==> src/rtl/dde_pkg.sv <==
package dde_pkg;
  typedef enum logic [2:0] {
    S_IDLE, S_FETCH, S_MRD, S_CWR, S_CRD, S_MWR, S_WB, S_FIN
  } dde_state_e;

  localparam int unsigned ST_OWN   = 31;
  localparam int unsigned ST_LAST  = 2;
  localparam int unsigned RAW_DONE = 3;
  localparam int unsigned RAW_EVT  = 16;
  localparam int unsigned DST_SUM  = 8;
  localparam int unsigned DST_TX   = 0;
  localparam int unsigned DST_RX   = 1;
endpackage

==> src/rtl/desc_size_clamp.sv <==
module desc_size_clamp #(
  parameter int unsigned MAX_BYTES = 8192,
  parameter int unsigned OW        = $clog2(MAX_BYTES) + 1
) (
  input  logic [31:0]   size_i,
  output logic [OW-1:0] size_o
);
  localparam logic [31:0] MAX_W = 32'(MAX_BYTES);

  always_comb begin
    if (size_i == '0 || size_i > MAX_W) size_o = OW'(MAX_BYTES);
    else                                size_o = size_i[OW-1:0];
  end
endmodule

==> src/rtl/dde_status.sv <==
module dde_status
  import dde_pkg::*;
(
  input  logic        clk_i,
  input  logic        rst_ni,
  input  logic        clr_i,
  input  logic        set_i,
  input  logic        write_i,
  output logic [31:0] raw_o,
  output logic [31:0] dma_o
);
  always_ff @(posedge clk_i or negedge rst_ni) begin
    if (!rst_ni) begin
      raw_o <= '0;
      dma_o <= '0;
    end else if (clr_i) begin
      raw_o <= '0;
      dma_o <= '0;
    end else if (set_i) begin
      raw_o[RAW_DONE] <= 1'b1;
      raw_o[RAW_EVT]  <= 1'b1;
      dma_o[DST_SUM]  <= 1'b1;
      if (write_i) dma_o[DST_TX] <= 1'b1;
      else         dma_o[DST_RX] <= 1'b1;
    end
  end
endmodule

==> src/rtl/desc_dma_engine.sv <==
module desc_dma_engine
  import dde_pkg::*;
#(
  parameter int unsigned MAX_DESC_BYTES = 8192,
  parameter int unsigned BCW            = 32
) (
  input  logic           clk_i,
  input  logic           rst_ni,
  input  logic           start_i,
  input  logic           dir_write_i,
  input  logic           dma_en_i,
  input  logic [BCW-1:0] byte_count_i,
  input  logic [BCW-1:0] block_size_i,
  input  logic [31:0]    desc_base_i,
  output logic           mem_req_o,
  output logic           mem_we_o,
  output logic [31:0]    mem_addr_o,
  output logic [31:0]    mem_wdata_o,
  input  logic           mem_ack_i,
  input  logic [31:0]    mem_rdata_i,
  input  logic           card_ready_i,
  output logic           card_rd_o,
  input  logic [31:0]    card_rdata_i,
  output logic           card_wr_o,
  output logic [31:0]    card_wdata_o,
  output logic           busy_o,
  output logic           done_o,
  output logic [BCW-1:0] bytes_left_o,
  output logic [31:0]    raw_stat_o,
  output logic [31:0]    dma_stat_o
);
  localparam int unsigned SZW = $clog2(MAX_DESC_BYTES) + 1;
  localparam int unsigned WCW = SZW - 1;

  dde_state_e     state_q;
  logic [1:0]     widx_q;
  logic [31:0]    desc_q, st_q, size_q, buf_q, next_q, off_q, dq;
  logic [BCW-1:0] rem_q;
  logic [WCW-1:0] wl_q;
  logic           dir_q;

  logic [SZW-1:0] eff_sz, chunk;
  logic [SZW:0]   chunk_rnd;
  logic [WCW-1:0] nwords;
  logic           go, fin_cond, last_word, set_flags;
  logic [31:0]    buf_base;

  desc_size_clamp #(.MAX_BYTES(MAX_DESC_BYTES), .OW(SZW)) u_clamp (
    .size_i(size_q),
    .size_o(eff_sz)
  );

  always_comb begin
    chunk     = (rem_q < BCW'(eff_sz)) ? rem_q[SZW-1:0] : eff_sz;
    chunk_rnd = {1'b0, chunk} + (SZW+1)'(3);
    nwords    = chunk_rnd[SZW:2];
  end

  assign go = start_i && dma_en_i && (byte_count_i != '0) && (block_size_i != '0)
              && (dir_write_i || card_ready_i);
  assign fin_cond  = st_q[ST_LAST] || (rem_q == '0);
  assign last_word = (wl_q == WCW'(1));
  assign buf_base  = {buf_q[31:2], 2'b00};
  assign set_flags = (state_q == S_WB) && mem_ack_i && fin_cond;

  always_ff @(posedge clk_i or negedge rst_ni) begin
    if (!rst_ni) begin
      state_q <= S_IDLE;
      widx_q  <= '0;
      desc_q  <= '0;
      st_q    <= '0;
      size_q  <= '0;
      buf_q   <= '0;
      next_q  <= '0;
      off_q   <= '0;
      dq      <= '0;
      rem_q   <= '0;
      wl_q    <= '0;
      dir_q   <= 1'b0;
    end else begin
      case (state_q)
        S_IDLE: if (go) begin
          dir_q   <= dir_write_i;
          rem_q   <= byte_count_i;
          desc_q  <= desc_base_i;
          widx_q  <= '0;
          state_q <= S_FETCH;
        end
        S_FETCH: if (mem_ack_i) begin
          widx_q <= widx_q + 2'd1;
          case (widx_q)
            2'd0: st_q   <= mem_rdata_i;
            2'd1: size_q <= mem_rdata_i;
            2'd2: buf_q  <= mem_rdata_i;
            default: begin
              next_q  <= mem_rdata_i;
              rem_q   <= rem_q - BCW'(chunk);
              wl_q    <= nwords;
              off_q   <= '0;
              state_q <= dir_q ? S_MRD : S_CRD;
            end
          endcase
        end
        S_MRD: if (mem_ack_i) begin
          dq      <= mem_rdata_i;
          state_q <= S_CWR;
        end
        S_CWR: if (card_ready_i) begin
          off_q   <= off_q + 32'd4;
          wl_q    <= wl_q - WCW'(1);
          state_q <= last_word ? S_WB : S_MRD;
        end
        S_CRD: if (card_ready_i) begin
          dq      <= card_rdata_i;
          state_q <= S_MWR;
        end
        S_MWR: if (mem_ack_i) begin
          off_q   <= off_q + 32'd4;
          wl_q    <= wl_q - WCW'(1);
          state_q <= last_word ? S_WB : S_CRD;
        end
        S_WB: if (mem_ack_i) begin
          if (fin_cond) state_q <= S_FIN;
          else begin
            desc_q  <= next_q;
            widx_q  <= '0;
            state_q <= S_FETCH;
          end
        end
        default: state_q <= S_IDLE;
      endcase
    end
  end

  always_comb begin
    mem_req_o   = 1'b0;
    mem_we_o    = 1'b0;
    mem_addr_o  = '0;
    mem_wdata_o = '0;
    case (state_q)
      S_FETCH: begin
        mem_req_o  = 1'b1;
        mem_addr_o = desc_q + {28'd0, widx_q, 2'b00};
      end
      S_MRD: begin
        mem_req_o  = 1'b1;
        mem_addr_o = buf_base + off_q;
      end
      S_MWR: begin
        mem_req_o   = 1'b1;
        mem_we_o    = 1'b1;
        mem_addr_o  = buf_base + off_q;
        mem_wdata_o = dq;
      end
      S_WB: begin
        mem_req_o   = 1'b1;
        mem_we_o    = 1'b1;
        mem_addr_o  = desc_q;
        mem_wdata_o = st_q & ~(32'd1 << ST_OWN);
      end
      default: ;
    endcase
  end

  assign card_rd_o    = (state_q == S_CRD) && card_ready_i;
  assign card_wr_o    = (state_q == S_CWR) && card_ready_i;
  assign card_wdata_o = dq;
  assign busy_o       = (state_q != S_IDLE);
  assign done_o       = (state_q == S_FIN);
  assign bytes_left_o = rem_q;

  dde_status u_status (
    .clk_i  (clk_i),
    .rst_ni (rst_ni),
    .clr_i  ((state_q == S_IDLE) && go),
    .set_i  (set_flags),
    .write_i(dir_q),
    .raw_o  (raw_stat_o),
    .dma_o  (dma_stat_o)
  );

  p_req_held_r12: assert property (@(posedge clk_i) disable iff (!rst_ni)
    mem_req_o && !mem_ack_i |=> mem_req_o && $stable(mem_addr_o)
                                && $stable(mem_we_o) && $stable(mem_wdata_o));

  p_done_after_wb_r10: assert property (@(posedge clk_i) disable iff (!rst_ni)
    done_o |-> $past(mem_req_o && mem_we_o && mem_ack_i));

  p_done_pulse_r10: assert property (@(posedge clk_i) disable iff (!rst_ni)
    done_o |=> !done_o);

  p_done_flags_r9: assert property (@(posedge clk_i) disable iff (!rst_ni)
    done_o |-> raw_stat_o[RAW_DONE] && raw_stat_o[RAW_EVT] && dma_stat_o[DST_SUM]
               && (dma_stat_o[DST_TX] != dma_stat_o[DST_RX]));

  p_wb_own_clear_r7: assert property (@(posedge clk_i) disable iff (!rst_ni)
    (state_q == S_WB) |-> mem_we_o && (mem_addr_o == desc_q) && !mem_wdata_o[ST_OWN]);

  p_start_ignored_r11: assert property (@(posedge clk_i) disable iff (!rst_ni)
    busy_o && start_i && (state_q != S_WB) |=> $stable(desc_q) && $stable(dir_q));

  p_idle_quiet_r2: assert property (@(posedge clk_i) disable iff (!rst_ni)
    !busy_o |-> !mem_req_o && !card_rd_o && !card_wr_o);
endmodule

==> config.mk <==
export PLATFORM = sky130hd
export DESIGN_NAME = desc_dma_engine
export DESIGN_NICKNAME = d
export VERILOG_FILES = /design/src/rtl/dde_pkg.sv /design/src/rtl/desc_size_clamp.sv /design/src/rtl/dde_status.sv /design/src/rtl/desc_dma_engine.sv
export SDC_FILE = /design/constraint.sdc
export NUM_CORES = 1
export LEC_CHECK = 0
export ABC_AREA = 1
export ABC_CLOCK_PERIOD_IN_PS = 4430
export BUFFER_PORTS_ARGS = -buffer_cell sky130_fd_sc_hd__buf_2
export CAP_MARGIN = 30
export CORE_MARGIN = 1
export CORE_UTILIZATION = 51
export CTS_CLUSTER_SIZE = 28
export DETAILED_ROUTE_END_ITERATION = 8
export HOLD_SLACK_MARGIN = 0.08
export PLACE_DENSITY = 0.89
export SLEW_MARGIN = 20
export SYNTH_ARGS = -nofsm -noshare
export SYNTH_HDL_FRONTEND = slang
export SYNTH_SLANG_ARGS = --single-unit
==> constraint.sdc <==
create_clock -name clk_i -period 4.43 [get_ports clk_i]
set_clock_uncertainty 0.1 [all_clocks]
set_input_delay 0.2215 -clock clk_i [delete_from_list [all_inputs] [get_ports clk_i]]
set_output_delay 0.2215 -clock clk_i [all_outputs]
set_load 0.02 [all_outputs]
==> Yosys cells after proc, flatten, opt, wreduce, memory -nomap -nowiden <==
Cells that the tools add are included.
Widths: inputs -> output; s select.
{ "op_classes": {"addsub": 7, "magnitude_cmp": 2, "mux": 51, "n_reduce_logical": 43, "n_bitwise": 1, "n_eq_ne": 20} }
{ "op_table": {"columns": ["op", "count"], "rows": [
  ["$mux 32", 12],
  ["$pmux 32 s2", 4],
  ["$pmux 32 s3", 2],
  ["$logic_not 32->1", 2],
  ["$reduce_bool 32->1", 2],
  ["$mux 13", 4],
  ["$pmux 13 s3", 1],
  ["$mux 3", 11],
  ["$add 32x3->32 const B", 1],
  ["$add 32x32->32", 1],
  ["$add 32x4->32", 1],
  ["$gt 32x14->1 const B", 1],
  ["$lt 32x14->1", 1],
  ["$sub 32x14->32", 1],
  ["$mux 14", 2],
  ["$pmux 3 s7", 1],
  ["$ne 2x2->1 const B", 9],
  ["$add 14x2->15 const B", 1],
  ["$reduce_and 3->1", 5],
  ["$mux 2", 7],
  ["$eq 13x1->1 const B", 1],
  ["$sub 13x1->13 const B", 1],
  ["$eq 3x3->1 const B", 4],
  ["$reduce_and 5->1", 2],
  ["other kinds (21)", 47]
]} }
{ "totals": {"elab_cells": 140, "input_bits": 167, "out_inout_bits": 198, "regBits": 278} }

==> Logic depth before layout (Yosys ltp) <==
Gate-level depths: netlist of run 1.
{ "depth": {"ltp_word": 9, "depth_mapped": 37, "ltp_nobuf": 35} }

==> Cells and area by module <==
A second synthesis of run 1 with hierarchy kept.
{ "unflattened": {"hier_cells": 2587, "hier_area_um2": 18153.7} }
{ "by_module_without_submodules": {"columns": ["module", "seq_area_each_um2", "instances", "area_each_um2", "cells_each"], "rows": [
  ["desc_dma_engine", 6756.5, 1, 17299.1, 2455],
  ["dde_status", 75.1, 1, 573.0, 73],
  ["desc_size_clamp", 0.0, 1, 281.5, 59]
]} }

==> Worst setup path after synthesis of run 1 <==
OpenSTA, ideal clock, no wires.
{ "synth_timing": {"path_kind": "reg-to-reg", "startpoint": "register size_q[15]", "endpoint": "register rem_q[14] (netlist: bytes_left_o[14])", "t_required_ns": 4.210, "setup_ns": 0.120, "arrival_ns": 3.998, "stages_incl_launch_ff": 31, "n_path_buf": 4, "synth_period_minus_slack_ns": 4.219, "path_slack_ns": 0.211, "cell_sequence": "dfrtp_1 nor2_2 nand3_1 nor2_1 nand2_1 nor2_2 and2_1 buf_2 nand2_1 ha_1 a21oi_1 nor2_1 a211oi_1 nand2_1 nand2_1 nand2_1 buf_6 buf_6 buf_6 o21ai_0 inv_1 ha_1 inv_1 o21ai_0 o21bai_1 a21oi_4 nand2_2 nand2_1 nand2_1 o21ai_1 nand2_1"} }
{ "synth_between": {"elab_chain_cells": 9, "elab_cells_between_ends": 10, "cone_classes": "add/sub: 1; order compare: 2; mux: 5; reduce/logical: 2"} }
{ "synth_lines": {"columns": ["element", "line_no", "rtl"], "rows": [
  ["start: declaration", "desc_dma_engine.sv:37", "logic [31:0] desc_q, st_q, size_q, buf_q, next_q, off_q, dq;"],
  ["start signal: assignment", "desc_dma_engine.sv:93", "2'd1: size_q <= mem_rdata_i;"],
  ["$gt 32x14->1 / $logic_not 32->1 (equally long branches)", "desc_size_clamp.sv:11", "if (size_i == '0 || size_i > MAX_W) size_o = OW'(MAX_BYTES);"],
  ["$logic_or 1x1->1 *", "desc_size_clamp.sv:11", null],
  ["$mux 14 *", "desc_size_clamp.sv:11", null],
  ["$lt 32x14->1", "desc_dma_engine.sv:54", "chunk = (rem_q < BCW'(eff_sz)) ? rem_q[SZW-1:0] : eff_sz;"],
  ["$mux 14 *", "desc_dma_engine.sv:54", null],
  ["$sub 32x14->32 *", "desc_dma_engine.sv:97", "rem_q <= rem_q - BCW'(chunk);"],
  ["$mux 32 *", "desc_dma_engine.sv:91", "case (widx_q)"],
  ["$mux 32 *", "desc_dma_engine.sv:89", "S_FETCH: if (mem_ack_i) begin"],
  ["$pmux 32 s2 *", "desc_dma_engine.sv:81", "case (state_q)"],
  ["end signal: assignment", "desc_dma_engine.sv:84", "rem_q <= byte_count_i;"],
  ["end signal: assignment", "desc_dma_engine.sv:97", null],
  ["end: declaration", "desc_dma_engine.sv:38", "logic [BCW-1:0] rem_q;"]
]} }
Mark *: on every way between the ends. The rest lies on a longest branch, timed or not. The select of a mux whose other input is x is not followed.
A chain may end at the register's enable or synchronous reset.

==> Worst setup path after layout of run 1 <==
{ "layout_timing": {"startpoint": "register widx_q[0]", "endpoint": "output mem_addr_o[30]"} }
{ "layout_between": {"elab_chain_cells": 2} }
{ "layout_lines": {"columns": ["element", "line_no", "rtl"], "rows": [
  ["start: declaration", "desc_dma_engine.sv:36", "logic [1:0] widx_q;"],
  ["start signal: assignment", "desc_dma_engine.sv:90", "widx_q <= widx_q + 2'd1;"],
  ["$add 32x4->32", "desc_dma_engine.sv:143", "mem_addr_o = desc_q + {28'd0, widx_q, 2'b00};"],
  ["$pmux 32 s3", "desc_dma_engine.sv:140", "case (state_q)"],
  ["end: declaration", "desc_dma_engine.sv:17", "output logic [31:0] mem_addr_o,"]
]} }
Every way passes these cells.

==> results.md, run 1 <==
* Status: finished, violations left
* Failing checks: negative setup slack
* CORE AREA at 35600 sq um
* Final net count at 3294
* Synthesized cell area at 18400 sq um
* DRT iter0 DRCs at 2595
* Syn. warnings at 0
* Share of layout cells above drive strength 1 at 21.0%
* Aggregate global routing overflow at 0
* CTS Buf Count at 30
* Worst hold path class: in -> reg
* Slew Viols, Final at 0
* Cell Area, Placed at 20300 sq um
* Critical path class: reg -> out
* Asr flop ratio synth at 100%
* Pre-antenna DRT Iters at 9
* Post-route clock period utilization at 102%
* Antenna Nets Post-Route at 0
* Final WS setup at -0.0864 ns
* H-tree depth at 1
* Reg power frac at 30.7%
* Net Sw Power at 0.00728 W
* Avg Cell Area, Syn at 7.10 sq um
* Final hold slack at 0.129 ns
* Flops & latches, synth at 273
* Total I/O pin count at 365
* Pwr dens at 634 nW/um^2
* Initial antenna violation count at 1
* Worst Path Max Fanout at 3
* Buffers added on ports at 305
* Total of max-cap violations at 0
* Final setup viols at 2
* Maximum clock insertion buffer count at 3
* Final min period at 4.52 ns
* Via density at 5.94
* Combinational Power Share at 51.1%
* GRT Util Overall at 36.4%
* Synth Flop Type: dfrtp_1
* Largest net degree at the start of global routing at 109
* EDFF count, synth at 0
* Sw Ratio at 48.6%
* Startpoint types: flop
* # rows at 69
* Sequential cell area fraction in the yosys report at 37.1%
* Initial core utilization at 51.8%
* CTS tree: yes
* Max IR drop VDD at 0.446 mV
* Clock Latency Late Sink at 0.61 ns
* WL final at 69700 um
* Setup_tns at -0.129 ns
* Fillers at 2727
* Int Power at 0.00769 W
* Post-route cell area at 23600 sq um
* Clock power frac at 18.2%
* Vias in the first global route at 20.1k
* Area growth syn-to-layout at 28.2%
* CP Capture Type: output port
* DRC violations left at 0
* Worst Path Required at 4.11 ns
* Reg clk slew, reported paths at 0.06 ns
* Final Hold Fails at 0
* Leakage Power at 11.6 nW
* Synth Instances at 2595
* Post-layout util at 66.4%
* Die Height at 192 um
* Unrepaired setup endpoints after global routing: true
* Routability cong. at 1.04
* Relative slew slack at 37.4%
* Final HPWL DP at 45000 um
* CTS root buf: clkbuf_16
* Least-Margin Pin Slew at 0.938 ns
* Fmax achieved at 221 MHz
* First-pass GRT wire length at 105000 um
* Vias at 21.1k
* Die Width at 192 um
* CTS Sinks at 273
* WP data arrival at 4.19 ns
* WL per Instance at 19.6 um
* Die area at 36900 sq um
* Post-synth cell types at 64
==> power groups by stage <==
stage               Sequential (W)  Combinational, W  Clock, W
detailed placement         0.00449           0.00675         0
CTS                        0.00448           0.00698   0.00274
global route               0.00467           0.00836   0.00283
finish                     0.00459           0.00766   0.00273
global placement           0.00444           0.00651         0
floorplan                  0.00456           0.00446         0
==> kinds of logic after synthesis <==
family / synth area share (%)
fa+ha+maj: 4.36
compound gates: 18.3
flops: 37.1
buf+inv: 11.1
other cells: 0.0204
simple gates: 28.1
xor+xnor: 0.951
==> registers in the layout, indices dropped and copies added, names as in the netlist, 3 cells and up <==
register	cells
wl_q	13
st_q	31
state_q	3
desc_q	32
card_wdata_o	32
size_q	32
off_q	30
next_q	32
buf_q	30
bytes_left_o	32
==> cells in the final DEF (no fill, tap or decap), drive strengths merged, types with 3 or more instances in the layout <==
cell type	instances
a21o	3
nor4	27
nand3b	10
dlygate4sd3	156
bufinv	5
o21bai	3
a211oi	6
a21boi	13
buf	381
nand3	132
nor3	42
o21a	3
a31oi	40
or2	46
clkbuf	38
and2	3
o22ai	9
inv	311
o41ai	6
conb	59
dfrtp	273
clkinv	11
o31ai	5
xor2	18
nand4	35
nor2	250
nand2	624
a21oi	85
nor3b	3
ha	61
clkinvlp	3
o211ai	63
o21ai	344
==> final cells by class <==
| class | count | area, sq um | share of cell area [%] |
|---|---|---|---|
| diodes | 2 | 5.00 | 0.0212 |
| clock buffers | 37 | 827 | 3.50 |
| clock inverters | 17 | 246 | 1.04 |
| inverters | 313 | 1170 | 4.98 |
| multi-input cells | 1908 | 10200 | 43.1 |
| flip-flops and latches | 273 | 6840 | 29.0 |
| well taps | 461 | 577 | 2.44 |
| repair buffers | 538 | 3760 | 15.9 |
==> critical path: stages (launching register included) <==
cell and delay (ns):
dfrtp_2 0.41, ha_4 0.16, fa_2 0.30, nand4_1 0.16, nor2_2 0.18, nand2_2 0.08, inv_2 0.10, nand2_4 0.06
nor3_4 0.23, nand3_2 0.14, nor2_4 0.14, nand4_1 0.15, nor2_2 0.18, nand4_1 0.16, nor2_2 0.18, nand4_1 0.14
nor2_2 0.22, nand4_1 0.14, nand3_1 0.11, a31oi_1 0.13, buf_4 0.20
==> timing repair <==
item / in CTS / in global routing
hold buffers: 156 / 0
hold endpoints to repair: 313 / 0
gates resized for setup: 16 / 108
setup buffers: 0 / 31
pin swaps: 1 / 48
cloned: 0 / 1
setup endpoints to repair: 9 / 39
==> per-stage QoR <==
step                      std cells  total power, W  worst slack (ns)
after global placement         3301          0.0110            0.0292
after global routing           3547          0.0159            -0.244
after floorplan                2653         0.00902             0.211
after CTS                      3512          0.0142            0.0119
final                          3549          0.0150           -0.0864
after detailed placement       3302          0.0112            0.0203
==> cells in the mapped netlist (3+ instances only) <==
master / count / area [sq um]
buf_2: 5 / 25.0
o21bai_1: 3 / 22.5
clkinv_1: 3 / 11.3
nand3b_1: 10 / 75.1
o31ai_1: 5 / 37.5
nand2_2: 9 / 56.3
buf_6: 5 / 56.3
o21ai_1: 19 / 95.1
buf_4: 61 / 458
ha_1: 61 / 763
inv_1: 293 / 1100
nor3_2: 5 / 50.1
nand3_2: 7 / 70.1
o22ai_1: 9 / 56.3
clkbuf_1: 80 / 300
buf_1: 8 / 30.0
inv_2: 17 / 63.8
xor2_1: 18 / 158
a21oi_1: 83 / 415
o21ai_0: 319 / 1600
o41ai_1: 6 / 52.6
o211ai_1: 63 / 473
o21ai_2: 6 / 52.6
o21a_1: 3 / 22.5
a21boi_0: 12 / 90.1
nand4_1: 34 / 213
or2_2: 44 / 275
nor2_1: 232 / 871
nand3_1: 124 / 621
a211oi_1: 5 / 37.5
nor4_1: 27 / 169
a21o_1: 3 / 22.5
a31oi_1: 40 / 250
nor3b_1: 3 / 22.5
nor2_4: 7 / 78.8
dfrtp_1: 273 / 6830
nand2_1: 613 / 2300
nor2_2: 11 / 68.8
nor3_1: 36 / 180
==> worst paths after layout <==
kind                                                endpoint  cells past startpoint                    from  slack [ns]
worst max-delay path                          mem_addr_o[30]                     20   widx_q[0]$_DFFE_PN0P_       -0.09
worst min-delay path                  state_q[0]$_DFFE_PN0P_                      4            card_ready_i        0.13
worst max register to register   bytes_left_o[6]$_DFFE_PN0P_                     31  size_q[14]$_DFFE_PN0P_        0.21
worst min register to register          st_q[18]$_DFFE_PN0P_                      2    st_q[18]$_DFFE_PN0P_        0.39
max in group asynchronous             next_q[22]$_DFFE_PN0P_                      3                  rst_ni        2.92
min in group asynchronous       card_wdata_o[17]$_DFFE_PN0P_                      2                  rst_ni        0.14
==> routing by layer <==
metal  vias to the layer above  GRT usage [%]  wire length (um)
li1                       9422              -                 -
met1                      9672           44.2             25500
met2                      1588           58.6             31200
met3                       410           8.00              7650
met4                         2           22.9              5380
met5                         -              0                12
Power figures use the tool's default switching activity.
==> run 2: changes to the inputs <==
- CORE_UTILIZATION: 51 -> 25
- MAX_ROUTING_LAYER: not set -> met4
- PLACE_DENSITY: 0.89 -> 0.55
==> run 2 against run 1 <==
Compared with the run above: the flow now finishes without violations; setup slack gained 0.21 ns; critical path depth down 1; die area up 100%; wire length down 0.63%; worst hold slack worse by 0.061 ns; non-clock buffer count decreased by 20; utilization decreased by 34 points; sequential cell count unchanged; sequential power shrank 2%; largest power group unchanged.
==> results.md, run 2 (same netlist as run 1, synthesis figures left out) <==
* Pre-CTS WS at -0.0546 ns (-0.0749 ns)
* Aggregate global routing overflow at 0 (unchanged)
* Via density at 4.72 (-21%)
* Post-route clock period utilization at 97.2% (-4.8 points)
* Slew Viols, Final at 0 (unchanged)
* Commonest non-fill, non-tap cell in the layout: nand2_1
* Pwr Total at 0.0149 W (-0.76%)
* Fmax achieved at 232 MHz (+4.9%)
* Status: complete, no violations
* Final HPWL DP at 51500 um (+14%)
* CP Capture Type: output port
* CTS Sinks at 273 (unchanged)
* Net Sw Power at 0.00707 W (-2.9%)
* Worst Path Max Fanout at 3 (unchanged)
* WL final at 69300 um (-0.63%)
* DRT iter0 DRCs at 1398 (-46%)
* Reg2Reg Setup Slack at 0.30 ns (+0.09 ns)
* WL per Instance at 17.2 um (-13%)
* Max IR drop VDD at 0.315 mV (-29%)
* Final min period at 4.31 ns (-0.211 ns)
* Sw Ratio at 47.6% (-1.1 points)
* Initial antenna violation count at 2 (+1)
* Maximum clock insertion buffer count at 3 (unchanged)
* Worst Hold Depth at 3 (-1)
* Hold path endpoint: next_q[4]$_DFFE_PN0P_
* Area growth syn-to-layout at 30.2%
* Pwr dens at 620 nW/um^2 (-2.3%)
* Vias in the first global route at 18.2k (-9.6%)
* Least-Margin Pin Slew at 0.947 ns (+0.00898 ns)
* Largest net degree at the start of global routing at 83 (-24%)
* Total of max-cap violations at 0 (unchanged)
* First-pass GRT wire length at 106000 um (+0.86%)
* Unrepaired setup endpoints after global routing: true
* R2R depth at 27 (-13%)
* Vias at 19.0k (-9.8%)
* CTS Buf Count at 35 (+17%)
* Worst Path Required at 4.11 ns (about the same)
* WP data arrival at 3.98 ns (-0.21 ns)
* Die Height at 273 um (+42%)
* Die Width at 273 um (+42%)
* Total I/O pin count at 365 (unchanged)
* Int Power at 0.00779 W (+1.3%)
* Final net count at 3280 (-0.43%)
* Reg clk slew, reported paths at 0.06 ns (about the same)
* # rows at 99 (+43%)
* Routability cong. at 0.915 (-12%)
* Post-layout util at 32.9% (-34 points)
* Share of layout cells above drive strength 1 at 20.1% (-0.91 points)
* GRT Util Overall at 18.8% (-18 points)
* Final Hold Fails at 0 (unchanged)
* Initial core utilization at 25.2% (-27 points)
* Clock power frac at 20.1% (+1.9 points)
* Die area at 74700 sq um (+100%)
* CTS tree: yes
* Leakage Power at 11.6 nW (-0.23%)
* Clock Latency Late Sink at 0.56 ns (-0.05 ns)
* Final WS setup at 0.125 ns (+0.211 ns)
* Combinational Power Share at 49.7% (-1.4 points)
* Reg power frac at 30.2% (-0.5 points)
* Buffers added on ports at 305 (unchanged)
* RR Startpoint: size_q[14]$_DFFE_PN0P_
* Critical path class: reg -> out
* Commonest cells after routing, fill and taps aside: nand2_1, o21ai_0, buf_2, inv_1, dfrtp_1
* Setup crit start: desc_q[2]$_DFFE_PN0P_
* Final setup viols at 0 (-2)
* Worst hold path class: in -> reg
* Hold Path Origin: mem_rdata_i[4]
* H-tree depth at 2 (+1)
* RR Endpoint: bytes_left_o[27]$_DFFE_PN0P_
* Startpoint types: flop
* CTS root buf: clkbuf_16
* Antenna Nets Post-Route at 0 (unchanged)
* DRC violations left at 0 (unchanged)
* Pre-antenna DRT Iters at 7 (-2)
* Setup_tns at 0 ns (+0.129 ns)
* Relative slew slack at 36.9% (-0.51 points)
* CORE AREA at 73000 sq um (+110%)
[run 2: changes by cell type in the layout (fill, tap and decap cells not counted), moves of 4 or more]
cell           delta
o21ai_0           +4
clkinv_2          -4
nand2_2           -4
o21ai_2           -4
clkbuf_1          +6
nor2_1           +10
dlygate4sd3_1    -20
nand2_1           +4
clkbuf_16         +5
nor2_2            -9
[run 2: repair_timing]
action	in CTS	in global routing
endpoints found under the hold margin	268	0
pin swaps	0	30
cloned	0	2
setup endpoints to repair	13	45
gates resized for setup	9	73
buffers inserted	0	10
hold buffers	136	0
[run 2: per-layer routing]
layer	GRT usage (%)	part of all wire [%]
met1	25.0	46
met4	5.62	2.6
met2	29.8	46
met5	-	0
met3	2.23	5.5
[run 2: critical path: stages, from the launching register on]
cell	delay (ns)
dfrtp_1	0.40
ha_2	0.21
fa_2	0.24
nand4_1	0.15
nor2_2	0.19
nand2_2	0.08
inv_2	0.08
nand2_4	0.06
nor3_4	0.22
nand3_2	0.12
nor2_2	0.15
nand4_1	0.17
nor2_1	0.20
nand4_1	0.17
nor2_2	0.17
nand4_1	0.14
nor2_2	0.17
o21ai_0	0.09
a31oi_1	0.21
buf_2	0.21
[run 2: cell type report]
class / instances / area (sq um)
inverter: 313 / 1170
multi-input combinational: 1909 / 10100
sequential: 273 / 6830
timing repair buffer: 518 / 3530
fill: 7799 / 49000
antenna: 1 / 2.50
clock inverter: 9 / 160
tap: 959 / 1200
clock buffer: 49 / 1000
[run 2: metrics by stage]
step | area (sq um) | hold WS, ns | std cells
CTS | 23600 | 0.0889 | 4017
floorplan | 18600 | -0.174 | 2653
detailed placement | 21100 | 0.162 | 3823
global route | 24000 | 0.0963 | 4030
global placement | 21100 | 0.169 | 3823
finish | 24000 | 0.0684 | 4031
[run 2: worst max path at each step]
stage,endpoint,cells after the start
after CTS,mem_addr_o[29],20
after floorplan,bytes_left_o[14]$_DFFE_PN0P_,30
after global routing,mem_addr_o[30],20
final,mem_addr_o[28],19
after global placement,bytes_left_o[28]$_DFFE_PN0P_,27
after detailed placement,bytes_left_o[28]$_DFFE_PN0P_,27
[run 2: power groups by stage]
stage | clock, W | combinational [W] | sequential, W
3_3_place_gp | 0 | 0.00704 | 0.00450
4_1_cts | 0.00306 | 0.00722 | 0.00447
2_1_floorplan | 0 | 0.00446 | 0.00456
6_report | 0.00298 | 0.00739 | 0.00449
3_5_place_dp | 0 | 0.00708 | 0.00449
5_1_grt | 0.00316 | 0.00828 | 0.00462
